### src/rtl/burst_pkg.sv
package burst_pkg;
  typedef enum logic {
    ORD_INTERLEAVED = 1'b0,
    ORD_LINEAR      = 1'b1
  } burst_order_e;

  localparam int unsigned BEAT_W = 2;
endpackage

### src/rtl/burst_rst_sync.sv
module burst_rst_sync #(
  parameter int unsigned STAGES = 2
) (
  input  logic clk,
  input  logic rst_n,
  output logic rst_sync_n
);
  logic [STAGES-1:0] sync_q;

  always_ff @(posedge clk or negedge rst_n) begin
    if (!rst_n) sync_q <= '0;
    else        sync_q <= {sync_q[STAGES-2:0], 1'b1};
  end

  assign rst_sync_n = sync_q[STAGES-1];
endmodule

### src/rtl/burst_load_ctrl.sv
module burst_load_ctrl
  import burst_pkg::*;
#(
  parameter int unsigned ADDR_W = 20
) (
  input  logic              clk,
  input  logic              rst_n,
  input  logic              strb_cpu_i,
  input  logic              strb_ctl_i,
  input  logic              order_i,
  input  logic [ADDR_W-1:0] addr_i,
  output logic              load_o,
  output logic [ADDR_W-1:0] base_o,
  output burst_order_e      order_o
);
  logic [ADDR_W-1:0] base_q, base_d;
  burst_order_e      order_q, order_d;
  logic              load_en;

  // Either strobe starts a burst.
  assign load_en = strb_cpu_i | strb_ctl_i;

  always_comb begin
    base_d  = base_q;
    order_d = order_q;
    if (load_en) begin
      base_d  = addr_i;
      order_d = burst_order_e'(order_i);
    end
  end

  always_ff @(posedge clk or negedge rst_n) begin
    if (!rst_n) begin
      base_q  <= '0;
      order_q <= ORD_INTERLEAVED;
    end else begin
      base_q  <= base_d;
      order_q <= order_d;
    end
  end

  assign load_o  = load_en;
  assign base_o  = base_q;
  assign order_o = order_q;

  // the captured order is frozen between loads.
  assert_order_held_R8: assert property (@(posedge clk) disable iff (!rst_n)
    !load_en |=> $stable(order_q));
  // a strobe captures the external address.
  assert_base_capture_R2: assert property (@(posedge clk) disable iff (!rst_n)
    load_en |=> base_q == $past(addr_i));
endmodule

### src/rtl/burst_beat_cnt.sv
module burst_beat_cnt #(
  parameter int unsigned BEAT_W = 2
) (
  input  logic              clk,
  input  logic              rst_n,
  input  logic              load_i,
  input  logic              adv_i,
  output logic [BEAT_W-1:0] cnt_o
);
  logic [BEAT_W-1:0] cnt_q, cnt_d;

  always_comb begin
    cnt_d = cnt_q;
    if (load_i)     cnt_d = '0;
    else if (adv_i) cnt_d = cnt_q + 1'b1;
  end

  always_ff @(posedge clk or negedge rst_n) begin
    if (!rst_n) cnt_q <= '0;
    else        cnt_q <= cnt_d;
  end

  assign cnt_o = cnt_q;

  // a load clears the count, even when advance is also high.
  assert_load_clears_R7: assert property (@(posedge clk) disable iff (!rst_n)
    load_i |=> cnt_q == '0);
  // an advance without a load steps the count by one, wrapping.
  assert_adv_step_R3: assert property (@(posedge clk) disable iff (!rst_n)
    (!load_i && adv_i) |=> cnt_q == BEAT_W'($past(cnt_q) + 1'b1));
  // with no load and no advance, the count holds.
  assert_idle_hold_R4: assert property (@(posedge clk) disable iff (!rst_n)
    (!load_i && !adv_i) |=> $stable(cnt_q));
endmodule

### src/rtl/burst_order_map.sv
module burst_order_map
  import burst_pkg::*;
#(
  parameter int unsigned BEAT_W = 2
) (
  input  logic [BEAT_W-1:0] start_i,
  input  logic [BEAT_W-1:0] cnt_i,
  input  burst_order_e      order_i,
  output logic [BEAT_W-1:0] low_o
);
  logic [BEAT_W-1:0] lin_lo;
  logic [BEAT_W-1:0] ilv_lo;

  // Linear order: the sum wraps naturally at BEAT_W bits.
  assign lin_lo = start_i + cnt_i;

  // Interleaved order: a bitwise XOR of start and count.
  for (genvar b = 0; b < BEAT_W; b++) begin : g_ilv
    assign ilv_lo[b] = start_i[b] ^ cnt_i[b];
  end

  assign low_o = (order_i == ORD_LINEAR) ? lin_lo : ilv_lo;
endmodule

### src/rtl/burst_addr_gen.sv
module burst_addr_gen
  import burst_pkg::*;
#(
  parameter int unsigned ADDR_W = 20
) (
  input  logic              clk,
  input  logic              rst_n,
  input  logic              strb_cpu_i,
  input  logic              strb_ctl_i,
  input  logic              adv_i,
  input  logic              order_i,
  input  logic [ADDR_W-1:0] addr_i,
  output logic [ADDR_W-1:0] addr_o,
  output logic [1:0]        beat_o
);
  localparam int unsigned HI_W = ADDR_W - BEAT_W;

  logic              rst_sync_n;
  logic              load;
  logic [ADDR_W-1:0] base;
  burst_order_e      order_q;
  logic [BEAT_W-1:0] cnt;
  logic [BEAT_W-1:0] low;

  burst_rst_sync #(.STAGES(2)) u_rst_sync (
    .clk        (clk),
    .rst_n      (rst_n),
    .rst_sync_n (rst_sync_n)
  );

  burst_load_ctrl #(.ADDR_W(ADDR_W)) u_load (
    .clk        (clk),
    .rst_n      (rst_sync_n),
    .strb_cpu_i (strb_cpu_i),
    .strb_ctl_i (strb_ctl_i),
    .order_i    (order_i),
    .addr_i     (addr_i),
    .load_o     (load),
    .base_o     (base),
    .order_o    (order_q)
  );

  burst_beat_cnt #(.BEAT_W(BEAT_W)) u_cnt (
    .clk    (clk),
    .rst_n  (rst_sync_n),
    .load_i (load),
    .adv_i  (adv_i),
    .cnt_o  (cnt)
  );

  burst_order_map #(.BEAT_W(BEAT_W)) u_map (
    .start_i (base[BEAT_W-1:0]),
    .cnt_i   (cnt),
    .order_i (order_q),
    .low_o   (low)
  );

  assign addr_o = {base[ADDR_W-1:BEAT_W], low};
  assign beat_o = cnt;

  // upper address bits stay fixed between loads.
  assert_upper_stable_R9: assert property (@(posedge clk) disable iff (!rst_sync_n)
    !load |=> $stable(addr_o[ADDR_W-1:BEAT_W]));
  // the first beat after a load presents the external address exactly.
  assert_load_addr_R2: assert property (@(posedge clk) disable iff (!rst_sync_n)
    load |=> addr_o == $past(addr_i));
  // idle cycles leave the whole address unchanged.
  assert_idle_addr_R4: assert property (@(posedge clk) disable iff (!rst_sync_n)
    (!load && !adv_i) |=> $stable(addr_o));

  if (HI_W < 1) begin : g_width_check
    initial $error("ADDR_W must exceed the beat width");
  end
endmodule

### config.mk
export PLATFORM = sky130hd
export DESIGN_NAME = burst_addr_gen
export DESIGN_NICKNAME = d
export VERILOG_FILES = /design/src/rtl/burst_pkg.sv /design/src/rtl/burst_rst_sync.sv /design/src/rtl/burst_load_ctrl.sv /design/src/rtl/burst_beat_cnt.sv /design/src/rtl/burst_order_map.sv /design/src/rtl/burst_addr_gen.sv
export SDC_FILE = /design/constraint.sdc
export NUM_CORES = 1
export LEC_CHECK = 0
export CORE_MARGIN = 2
export CORE_UTILIZATION = 60
export CTS_BUF_LIST = sky130_fd_sc_hd__clkbuf_8
export DETAILED_ROUTE_END_ITERATION = 10
export DONT_BUFFER_PORTS = 1
export PLACE_DENSITY_LB_ADDON = 0.25
export RECOVER_POWER = 25
export SLEW_MARGIN = 20
export SYNTH_ARGS = -nofsm -noshare
export SYNTH_HDL_FRONTEND = slang
export SYNTH_SLANG_ARGS = --single-unit
### constraint.sdc
create_clock -name clk -period 1 [get_ports clk]
set_input_delay 0.2 -clock clk [delete_from_list [all_inputs] [get_ports clk]]
set_output_delay 0.2 -clock clk [all_outputs]
set_load 0.02 [all_outputs]
==> load_flow_metrics.sql, run 1 <==
INSERT INTO impl_metrics (metric_group, metric, value, unit) VALUES
('status', 'run_status', 'finished with violations', ''),
('status', 'failing_checks', 'negative setup slack', ''),
('logic_synthesis', 'synth-compound-area-share', '0.0126', ''),
('logic_synthesis', 'post_synth_instance_area', '1190', 'um2'),
('global_routing', 'global_route.usage.total', '0.171', ''),
('routing', 'wirelength', '2.10', 'mm'),
('logic_synthesis', 'synthAdderAreaFrac', '0.0105', ''),
('worst_setup_path', 'critical_path.endpoint_type', 'output pin', ''),
('worst_setup_path', 'timing.reg2reg.setup_slack', '-90', 'ps'),
('clock_network', 'clk-insertion-delay-late', '260', 'ps'),
('sta', 'timing.final.crit_period', '1330', 'ps'),
('global_routing', 'antenna_found_initial', '0', ''),
('clock_network', 'cts.htree.levels', '1', ''),
('layout', 'final_area', '1490', 'um2'),
('routing', 'drtAntennaViolNets', '0', ''),
('layout', 'area_delta_synth_final', '24.8', '%'),
('sta', 'timing_hold_violations_final', '0', ''),
('layout', 'fin_nets', '123', ''),
('power_and_ir_drop', 'power.ir.vdd_worst', '1.15', 'mV'),
('sta', 'worst_slack', '-330', 'ps'),
('floorplanning', 'floorplan.die_area', '2360', 'um2'),
('layout', 'final_cells', '122', ''),
('global_routing', 'grt_pass1_vias', '664', ''),
('clock_network', 'clock-sinks', '25', ''),
('logic_synthesis', 'ys_ff_latch', '25', ''),
('worst_setup_path', 'critical_path_cell_by_cell', 'xor2_4 > xnor2_4', ''),
('clock_network', 'cts.root.buffer_cell', 'clkbuf_8', ''),
('min_path', 'min_path_cells', '1', ''),
('floorplanning', 'dieWidth', '48.6', 'um'),
('worst_setup_path', 'cp_max_fanout', '2', ''),
('sta', 'slew_headroom', '0.638', ''),
('place', 'pre_cts_slack', '-88.5', 'ps'),
('routing', 'route.vias.total', '596', ''),
('routing', 'detail_route.first_pass.iterations', '4', ''),
('layout', 'antenna_cells', '0', ''),
('layout', 'most-common-layout-cells', 'dfrtp_1, buf_6, mux2_4', ''),
('sta', 'post-route-period-util', '1.33', ''),
('logic_synthesis', 'synthSimpleGateAreaFrac', '0.0178', ''),
('routing', 'remaining_drc_errors', '0', ''),
('floorplanning', 'die_h', '48.6', 'um'),
('place', 'globalplace.congestion', '0.584', ''),
('power_and_ir_drop', 'power', '2.22', 'mW'),
('worst_setup_path', 'critPathArrivalTime', '1130', 'ps'),
('global_routing', 'maximum_number_of_pins_on_one_net_before_global_route_repair', '24', ''),
('power_and_ir_drop', 'cellLeakagePower', '0.733', 'nW'),
('layout', 'layout-drive-gt1-share', '0.684', ''),
('logic_synthesis', 'seq_area_frac_synth', '0.524', ''),
('logic_synthesis', 'yosys.area_share.xor_xnor', '0.0220', ''),
('logic_synthesis', 'syn-instance-count', '78', ''),
('logic_synthesis', 'synthesis.nets', '105', ''),
('routing', 'vias_per_cell', '4.89', ''),
('logic_synthesis', 'synth_mux_area_frac', '0.254', ''),
('floorplanning', 'floorplan.io_pins', '48', ''),
('logic_synthesis', 'yosysWarnings', '0', ''),
('sta', 'report.final.slew_viol_count', '0', ''),
('sta', 'skew', '4.10', 'ps'),
('clock_network', 'clk_pin_slew_worst_paths', '80', 'ps'),
('worst_setup_path', 'rr_worst_depth', '4', ''),
('min_path', 'worstHoldPathType', 'in -> reg', ''),
('routing', 'detail_route.iter0.violations', '7', ''),
('worst_setup_path', 'timing.rr.end', 'u_cnt.cnt_o[1]', ''),
('floorplanning', 'std_cell_rows', '16', ''),
('logic_synthesis', 'yosysUniqueCellTypes', '16', ''),
('logic_synthesis', 'syn-mean-instance-area', '15.3', 'um2'),
('routing', 'detail_route.wl_per_cell', '17.2', 'um'),
('place', 'place_inst', '108', ''),
('logic_synthesis', 'largest_family_of_logic_cells_by_synthesized_area', 'multiplexers', ''),
('worst_setup_path', 'critical_path.reg2reg.startpoint', 'u_cnt.cnt_o[1]', ''),
('place', 'port-buffer-count', '0', ''),
('clock_network', 'max-clock-path-buffers', '2', ''),
('sta', 'finalSetupViolations', '9', '');
registers in the layout, summed over array words and instances, names as in the netlist:
signal,count
u_load.base_o,20
u_cnt.cnt_o,2
u_rst_sync.sync_q,2
u_load.order_o,1
layer usage:
metal / GRT usage / share of wire / vias up / routed length [um]
met3: 0.0340 / 0.044 / 4 / 92
met2: 0.315 / 0.56 / 28 / 1180
li1: - / - / 270 / -
met5: 0 / 0 / - / 0
met1: 0.202 / 0.39 / 294 / 820
met4: 0.0429 / 0.0067 / 0 / 14
stage by stage:
stage,TNS [ps],hold slack (ps)
4_1_cts,-790,79.8
3_5_place_dp,-1550,-95.6
2_1_floorplan,-1910,-95.6
3_3_place_gp,-1260,-95.6
6_report,-865,81.5
5_1_grt,-1460,68.4
logic make-up (layout without fill, tap and decap cells):
logic type,count (synthesis),count (layout)
other cells,1,1
mux,21,21
simple gates,4,4
xor+xnor,3,3
buf+inv,21,38
compound gates,2,2
flops,25,25
fa+ha+maj,1,1
critical path, delay by kind of cell, from the launching register on:
family / cells / cell delay (ps)
flip-flops: 1 / 460
XOR/XNOR: 2 / 420
cell usage after synthesis (all sizes together):
master	n	area share
xnor2	2	0.015
a21bo	1	0.0084
dfrtp	25	0.52
nand2	1	0.0031
ha	1	0.010
nand3b	1	0.0063
nor2	1	0.0031
or2	1	0.0052
buf	21	0.16
a21oi	1	0.0042
mux2	21	0.25
xor2	1	0.0073
conb	1	0.0031
repair_timing:
item	CTS	global route
resized for setup	13	12
pin swaps	2	0
hold buffers	1	0
endpoints found under the setup margin	18	23
hold endpoints to repair	2	0
setup buffers	8	1
how the worst max path moves through the flow:
stage | cells past startpoint | to | from | slack [ps]
after detailed placement | 3 | u_load.base_o[11] | strb_ctl_i | -90
final | 2 | addr_o[1] | u_cnt.cnt_o[1] | -330
after CTS | 2 | addr_o[1] | u_cnt.cnt_o[1] | -330
after floorplan | 4 | u_load.base_o[12] | strb_ctl_i | -100
after global routing | 2 | addr_o[1] | u_cnt.cnt_o[1] | -360
after global placement | 3 | u_load.base_o[13] | strb_ctl_i | -60
where the power goes:
part	total (mW)	internal, mW	switching (mW)
clock network	0.550	0.273	0.277
logic	0.516	0.301	0.215
registers	1.16	1.09	0.0664
total	2.22	1.66	0.558
final cells by class:
| class | count | area, um2 |
|---|---|---|
| clock buffers | 3 | 41.3 |
| clock inverters | 1 | 3.75 |
| fillers | 132 | 430 |
| multi-input cells | 32 | 450 |
| flip-flops and latches | 25 | 628 |
| well taps | 27 | 33.8 |
| repair buffers | 34 | 334 |
(Power assumes the default switching activity.)
==> run 2, diff against run 1 <==
--- a/config.mk
+++ b/config.mk
@@ -12,6 +12,7 @@
 export DONT_BUFFER_PORTS = 1
 export PLACE_DENSITY_LB_ADDON = 0.25
 export RECOVER_POWER = 25
+export SETUP_SLACK_MARGIN = 0.2
 export SLEW_MARGIN = 20
 export SYNTH_ARGS = -nofsm -noshare
 export SYNTH_HDL_FRONTEND = slang
==> constraint.sdc (replaced) <==
create_clock -name clk -period 1.45 [get_ports clk]
set_input_delay 0.29 -clock clk [delete_from_list [all_inputs] [get_ports clk]]
set_output_delay 0.29 -clock clk [all_outputs]
set_load 0.02 [all_outputs]
==> load_flow_metrics.sql, run 2 (synthesized netlist as in run 1, its figures left out) <==
INSERT INTO impl_metrics (metric_group, metric, value, unit) VALUES
('worst_setup_path', 'critical_path.startpoint', 'u_cnt.cnt_o[1]', ''),
('worst_setup_path', 'critical_path.reg2reg.startpoint', 'u_cnt.cnt_o[0]', ''),
('clock_network', 'cts.repair_timing.setup_buffer_count', '0', ''),
('sta', 'fin_worst_hold_slack', '169', 'ps'),
('layout', 'final_core_util', '0.618', ''),
('floorplanning', 'dieWidth', '48.6', 'um'),
('layout', 'layout-drive-gt1-share', '0.493', ''),
('sta', 'finalSetupViolations', '0', ''),
('power_and_ir_drop', 'cellLeakagePower', '0.570', 'nW'),
('place', 'port-buffer-count', '0', ''),
('routing', 'drtAntennaViolNets', '0', ''),
('sta', 'timing_worst_slew_pin_value', '634', 'ps'),
('routing', 'detail_route.iter0.violations', '2', ''),
('clock_network', 'cts_tree', 'built', ''),
('layout', 'fin_nets', '95', ''),
('run', 'cap_viol_max_count', '0', ''),
('floorplanning', 'start_util', '0.622', ''),
('global_routing', 'grt_pass1_vias', '529', ''),
('routing', 'vias_per_cell', '5.18', ''),
('worst_setup_path', 'critical_path_cell_by_cell', 'xor2_2 > xnor2_4', ''),
('worst_setup_path', 'slowest_delay', '410', 'ps'),
('place', 'detailed_place.area', '1100', 'um2'),
('sta', 'timing_hold_violations_final', '0', ''),
('clock_network', 'clock-sinks', '25', ''),
('clock_network', 'cts.root.buffer_cell', 'clkbuf_8', ''),
('worst_setup_path', 'cp_max_fanout', '2', ''),
('worst_setup_path', 'ws_path_type', 'reg -> out', ''),
('min_path', 'worstHoldPathType', 'in -> reg', ''),
('worst_setup_path', 'critical_path.endpoint_type', 'output pin', ''),
('clock_network', 'cts.htree.levels', '1', ''),
('place', 'globalplace.congestion', '0.543', ''),
('global_routing', 'global_route.usage.total', '0.141', ''),
('floorplanning', 'floorplan.die_area', '2360', 'um2'),
('routing', 'remaining_drc_errors', '0', ''),
('min_path', 'min-delay-start', 'addr_i[13]', ''),
('power_and_ir_drop', 'power', '1.40', 'mW'),
('sta', 'rsz_0062_raised_after_global_routing', 'yes', ''),
('power_and_ir_drop', 'power.density_cell_area', '1180', 'nW/um2'),
('floorplanning', 'std_cell_rows', '16', ''),
('sta', 'report.final.slew_viol_count', '0', ''),
('clock_network', 'cts_buffers', '3', ''),
('routing', 'route.vias.total', '487', ''),
('worst_setup_path', 'timing.critical_path.from_type', 'flop', ''),
('routing', 'wirelength', '1.58', 'mm'),
('worst_setup_path', 'timing.reg2reg.setup_slack', '470', 'ps'),
('floorplanning', 'floorplan.io_pins', '48', ''),
('worst_setup_path', 'critPathRequiredTime', '1160', 'ps'),
('worst_setup_path', 'critPathArrivalTime', '1120', 'ps'),
('global_routing', 'antenna_found_initial', '0', ''),
('routing', 'detail_route.wl_per_cell', '16.8', 'um'),
('routing', 'detail_route.first_pass.iterations', '2', ''),
('global_routing', 'maximum_number_of_pins_on_one_net_before_global_route_repair', '21', ''),
('floorplanning', 'design.core.area', '1920', 'um2'),
('power_and_ir_drop', 'power.ir.vdd_worst', '0.658', 'mV'),
('global_routing', 'total_gr_overflow', '0', ''),
('clock_network', 'max-clock-path-buffers', '2', ''),
('sta', 'setup_total_negative_slack', '0', 'ps'),
('layout', 'antenna_cells', '0', ''),
('sta', 'timing.fmax', '708', 'MHz'),
('layout', 'final_area', '1190', 'um2'),
('worst_setup_path', 'crit_path_top_delay_cell', 'dfrtp_1', ''),
('layout', 'layout_commonest_cell', 'dfrtp_1', ''),
('sta', 'timing.final.crit_period', '1410', 'ps'),
('layout', 'area_delta_synth_final', '-0.628', '%'),
('layout', 'most-common-layout-cells', 'dfrtp_1, mux2_4, mux2_2, clkbuf_8', ''),
('global_routing', 'grt_first_pass_wirelength', '2.56', 'mm'),
('sta', 'post-route-period-util', '0.974', ''),
('clock_network', 'clk_pin_slew_worst_paths', '80', 'ps'),
('floorplanning', 'die_h', '48.6', 'um'),
('sta', 'skew', '6.34', 'ps'),
('sta', 'slew_headroom', '0.577', ''),
('layout', 'largest_register_ffs', '20', ''),
('status', 'run_status', 'finished, final reports clean', ''),
('clock_network', 'clk-insertion-delay-late', '260', 'ps');
-- run 2: cell types whose count changed in the layout (fill, tap and decap cells not counted), sizes merged --
cell,delta
clkbuf,+1
buf,-29
-- run 2: where the power goes --
part           switching, mW  internal, mW  leakage (nW)
Sequential            0.0928         0.751         0.294
Combinational         0.0661         0.103         0.249
Clock                  0.198         0.189        0.0269
Total                  0.356          1.04         0.570
-- run 2: worst paths after layout --
path,to,cells after the start
hold / removal,u_load.base_o[13],1
max in group asynchronous,u_cnt.cnt_o[0],1
hold reg to reg,u_load.base_o[19],1
min in group asynchronous,u_rst_sync.sync_q[0],1
setup reg to reg,u_cnt.cnt_o[1],3
setup / recovery,addr_o[1],2
-- run 2: metrics by stage --
step                instances  worst slack (ps)
detailed placement         89               214
finish                     94              37.3
global placement           89               230
CTS                        94              36.3
floorplan                  78               202
global route               94             -23.7
-- run 2: area by class of cell --
cell class / instances / area, um2
Tap cell: 27 / 33.8
Clock buffer: 3 / 41.3
Clock inverter: 1 / 3.75
Multi-Input combinational cell: 32 / 429
Timing Repair Buffer: 6 / 52.6
Fill cell: 160 / 734
Sequential cell: 25 / 627
-- run 2: worst max-delay path, delay by kind of cell (launching register included) --
kind      cells  cell delay (ps)
xor+xnor      2              450
flops         1              410
-- run 2: layer usage --
metal	vias to the layer above	track usage	routed length, um
li1	215	-	-
met1	248	0.190	633
met2	24	0.203	806
met3	0	0.0586	140
met4	0	0.0571	0
met5	-	0	0
-- run 2: repair_timing --
item / CTS / global route
gates resized for setup: 6 / 0
pin swaps: 2 / 1
hold buffers: 1 / 0
setup endpoints to repair: 2 / 2
hold endpoints to repair: 2 / 0
==> run 3, diff against run 2 <==
--- a/config.mk
+++ b/config.mk
@@ -6,8 +6,7 @@
 export NUM_CORES = 1
 export LEC_CHECK = 0
 export CORE_MARGIN = 2
-export CORE_UTILIZATION = 60
-export CTS_BUF_LIST = sky130_fd_sc_hd__clkbuf_8
+export CORE_UTILIZATION = 54
 export DETAILED_ROUTE_END_ITERATION = 10
 export DONT_BUFFER_PORTS = 1
 export PLACE_DENSITY_LB_ADDON = 0.25
==> constraint.sdc (replaced) <==
create_clock -name clk -period 1.2 [get_ports clk]
set_input_delay 0.24 -clock clk [delete_from_list [all_inputs] [get_ports clk]]
set_output_delay 0.24 -clock clk [all_outputs]
set_load 0.02 [all_outputs]
==> load_flow_metrics.sql, run 3 (synthesized netlist as in run 1, its figures left out) <==
INSERT INTO impl_metrics (metric_group, metric, value, unit) VALUES
('status', 'run_status', 'finished with violations', ''),
('status', 'failing_checks', 'negative setup slack', ''),
('worst_setup_path', 'crit_path_top_delay_cell', 'dfrtp_2', ''),
('power_and_ir_drop', 'power.net_switching', '0.435', 'mW'),
('power_and_ir_drop', 'fraction_of_power_consumed_by_the_clock_network', '0.228', ''),
('worst_setup_path', 'timing.reg2reg.setup_slack', '130', 'ps'),
('layout', 'largest_register_ffs', '20', ''),
('routing', 'detail_route.first_pass.iterations', '2', ''),
('worst_setup_path', 'critPathArrivalTime', '1200', 'ps'),
('worst_setup_path', 'timing.critical_path.from_type', 'flop', ''),
('layout', 'fin_nets', '97', ''),
('place', 'detailed_place.area', '1140', 'um2'),
('place', 'port-buffer-count', '0', ''),
('sta', 'timing.final.crit_period', '1440', 'ps'),
('worst_setup_path', 'critPathRequiredTime', '960', 'ps'),
('sta', 'timing.fmax', '694', 'MHz'),
('clock_network', 'cts_buffers', '3', ''),
('worst_setup_path', 'critical_path.reg2reg.startpoint', 'u_cnt.cnt_o[1]', ''),
('global_routing', 'global_route.usage.total', '0.145', ''),
('global_routing', 'grt_first_pass_wirelength', '2.70', 'mm'),
('floorplanning', 'floorplan.die_area', '2610', 'um2'),
('min_path', 'holdPathEnd', 'u_load.base_o[13]', ''),
('power_and_ir_drop', 'share_seq_of_total_power', '0.641', ''),
('min_path', 'min_path_cells', '1', ''),
('routing', 'drtAntennaViolNets', '0', ''),
('layout', 'area_delta_synth_final', '3.35', '%'),
('power_and_ir_drop', 'cellLeakagePower', '0.556', 'nW'),
('sta', 'rsz_0062_raised_after_global_routing', 'yes', ''),
('floorplanning', 'dieWidth', '51.0', 'um'),
('clock_network', 'clk_pin_slew_worst_paths', '130', 'ps'),
('worst_setup_path', 'cp_max_fanout', '2', ''),
('global_routing', 'maximum_number_of_pins_on_one_net_before_global_route_repair', '24', ''),
('layout', 'most-common-layout-cells', 'dfrtp_2, mux2_4, dfrtp_1', ''),
('worst_setup_path', 'ws_path_type', 'reg -> out', ''),
('sta', 'worst_slack', '-240', 'ps'),
('min_path', 'min-delay-start', 'addr_i[13]', ''),
('clock_network', 'clock-sinks', '25', ''),
('power_and_ir_drop', 'power', '1.62', 'mW'),
('global_routing', 'grt.met3_usage', '0.0409', ''),
('clock_network', 'cts.root.buffer_cell', 'clkbuf_4', ''),
('power_and_ir_drop', 'internal_power', '1.18', 'mW'),
('global_routing', 'grt_busiest_layer', 'met2', ''),
('layout', 'final_core_util', '0.575', ''),
('worst_setup_path', 'timing.rr.end', 'u_cnt.cnt_o[1]', ''),
('routing', 'wirelength', '1.64', 'mm'),
('worst_setup_path', 'critical_path_cell_by_cell', 'xor2_4 > xnor2_4', ''),
('floorplanning', 'floorplan.io_pins', '48', ''),
('clock_network', 'cts.htree.levels', '1', ''),
('routing', 'vias_per_cell', '5.08', ''),
('layout', 'final_area', '1230', 'um2'),
('floorplanning', 'start_util', '0.556', ''),
('routing', 'route.vias.total', '493', ''),
('global_routing', 'use_met2', '0.216', ''),
('sta', 'post-route-period-util', '1.20', ''),
('clock_network', 'clk-insertion-delay-late', '310', 'ps'),
('power_and_ir_drop', 'power_switching_share', '0.269', ''),
('power_and_ir_drop', 'power.ir.vdd_worst', '0.872', 'mV'),
('clock_network', 'cts_tree', 'built', ''),
('sta', 'finalSetupViolations', '3', ''),
('place', 'globalplace.congestion', '0.647', ''),
('power_and_ir_drop', 'pwr-share-comb', '0.132', ''),
('worst_setup_path', 'critical_path.endpoint_type', 'output pin', ''),
('layout', 'antenna_cells', '0', ''),
('min_path', 'worstHoldPathType', 'in -> reg', ''),
('floorplanning', 'design.core.area', '2150', 'um2'),
('place', 'place.detailed.hpwl', '1.16', 'mm'),
('power_and_ir_drop', 'power.density_cell_area', '1310', 'nW/um2'),
('global_routing', 'antenna_found_initial', '0', ''),
('global_routing', 'use_met1', '0.190', ''),
('layout', 'layout-drive-gt1-share', '0.812', ''),
('layout', 'layout_commonest_cell', 'dfrtp_2', ''),
('routing', 'detail_route.wl_per_cell', '16.9', 'um'),
('floorplanning', 'die_h', '51.0', 'um'),
('sta', 'skew', '1.41', 'ps'),
('sta', 'fin_worst_hold_slack', '63.2', 'ps'),
('run', 'cap_viol_max_count', '0', ''),
('routing', 'detail_route.iter0.violations', '4', ''),
('global_routing', 'grt_pass1_vias', '554', ''),
('routing', 'remaining_drc_errors', '0', ''),
('worst_setup_path', 'slowest_delay', '470', 'ps'),
('clock_network', 'max-clock-path-buffers', '2', ''),
('floorplanning', 'std_cell_rows', '17', ''),
('global_routing', 'total_gr_overflow', '0', ''),
('worst_setup_path', 'rr_worst_depth', '4', ''),
('sta', 'timing_hold_violations_final', '0', ''),
('sta', 'report.final.slew_viol_count', '0', '');
-- run 3: worst max-delay path by stage --
stage	start	endpoint	slack (ps)	cells past startpoint
detailed placement	strb_ctl_i	u_load.base_o[12]	90	3
global placement	strb_ctl_i	u_load.base_o[2]	100	3
global route	u_cnt.cnt_o[1]	addr_o[1]	-290	2
floorplan	strb_ctl_i	u_load.base_o[12]	60	4
CTS	u_cnt.cnt_o[1]	addr_o[1]	-250	2
finish	u_cnt.cnt_o[1]	addr_o[1]	-240	2
-- run 3: area by class of cell --
| class | instances | area (um2) |
|---|---|---|
| flip-flops and latches | 25 | 651 |
| repair buffers | 8 | 78.8 |
| clock buffers | 4 | 26.3 |
| fillers | 170 | 913 |
| well taps | 28 | 35.0 |
| multi-input cells | 32 | 444 |
-- run 3: layer usage --
metal,vias to the layer above,part of all wire
met1,248,0.41
met4,0,0.015
met5,-,0
met2,22,0.50
li1,219,-
met3,4,0.075
-- run 3: critical path, delay by kind of cell (launching register included) --
family | cells | cell delay, ps
XOR/XNOR | 2 | 420
flip-flops | 1 | 470
-- run 3: through the flow --
| stage | cells | setup slack (ps) | TNS, ps |
|---|---|---|---|
| after floorplan | 78 | 57.8 | 0 |
| after global placement | 90 | 101 | 0 |
| after detailed placement | 90 | 87.7 | 0 |
| after CTS | 96 | -252 | -443 |
| after global routing | 97 | -292 | -565 |
| final | 97 | -240 | -426 |
-- run 3: repair_timing --
| item | in CTS | in global routing |
|---|---|---|
| setup buffers | 1 | 1 |
| hold buffers | 1 | 0 |
| pin swaps | 1 | 1 |
| gates resized for setup | 21 | 2 |
| hold endpoints to repair | 2 | 0 |
| endpoints found under the setup margin | 22 | 23 |
-- run 3: power groups by stage --
stage          clock, mW  sequential (mW)  combinational, mW
2_1_floorplan          0            0.969              0.320
3_3_place_gp           0             1.04              0.197
3_5_place_dp           0             1.04              0.203
4_1_cts            0.385             1.04              0.211
5_1_grt            0.416             1.04              0.230
6_report           0.368             1.04              0.213
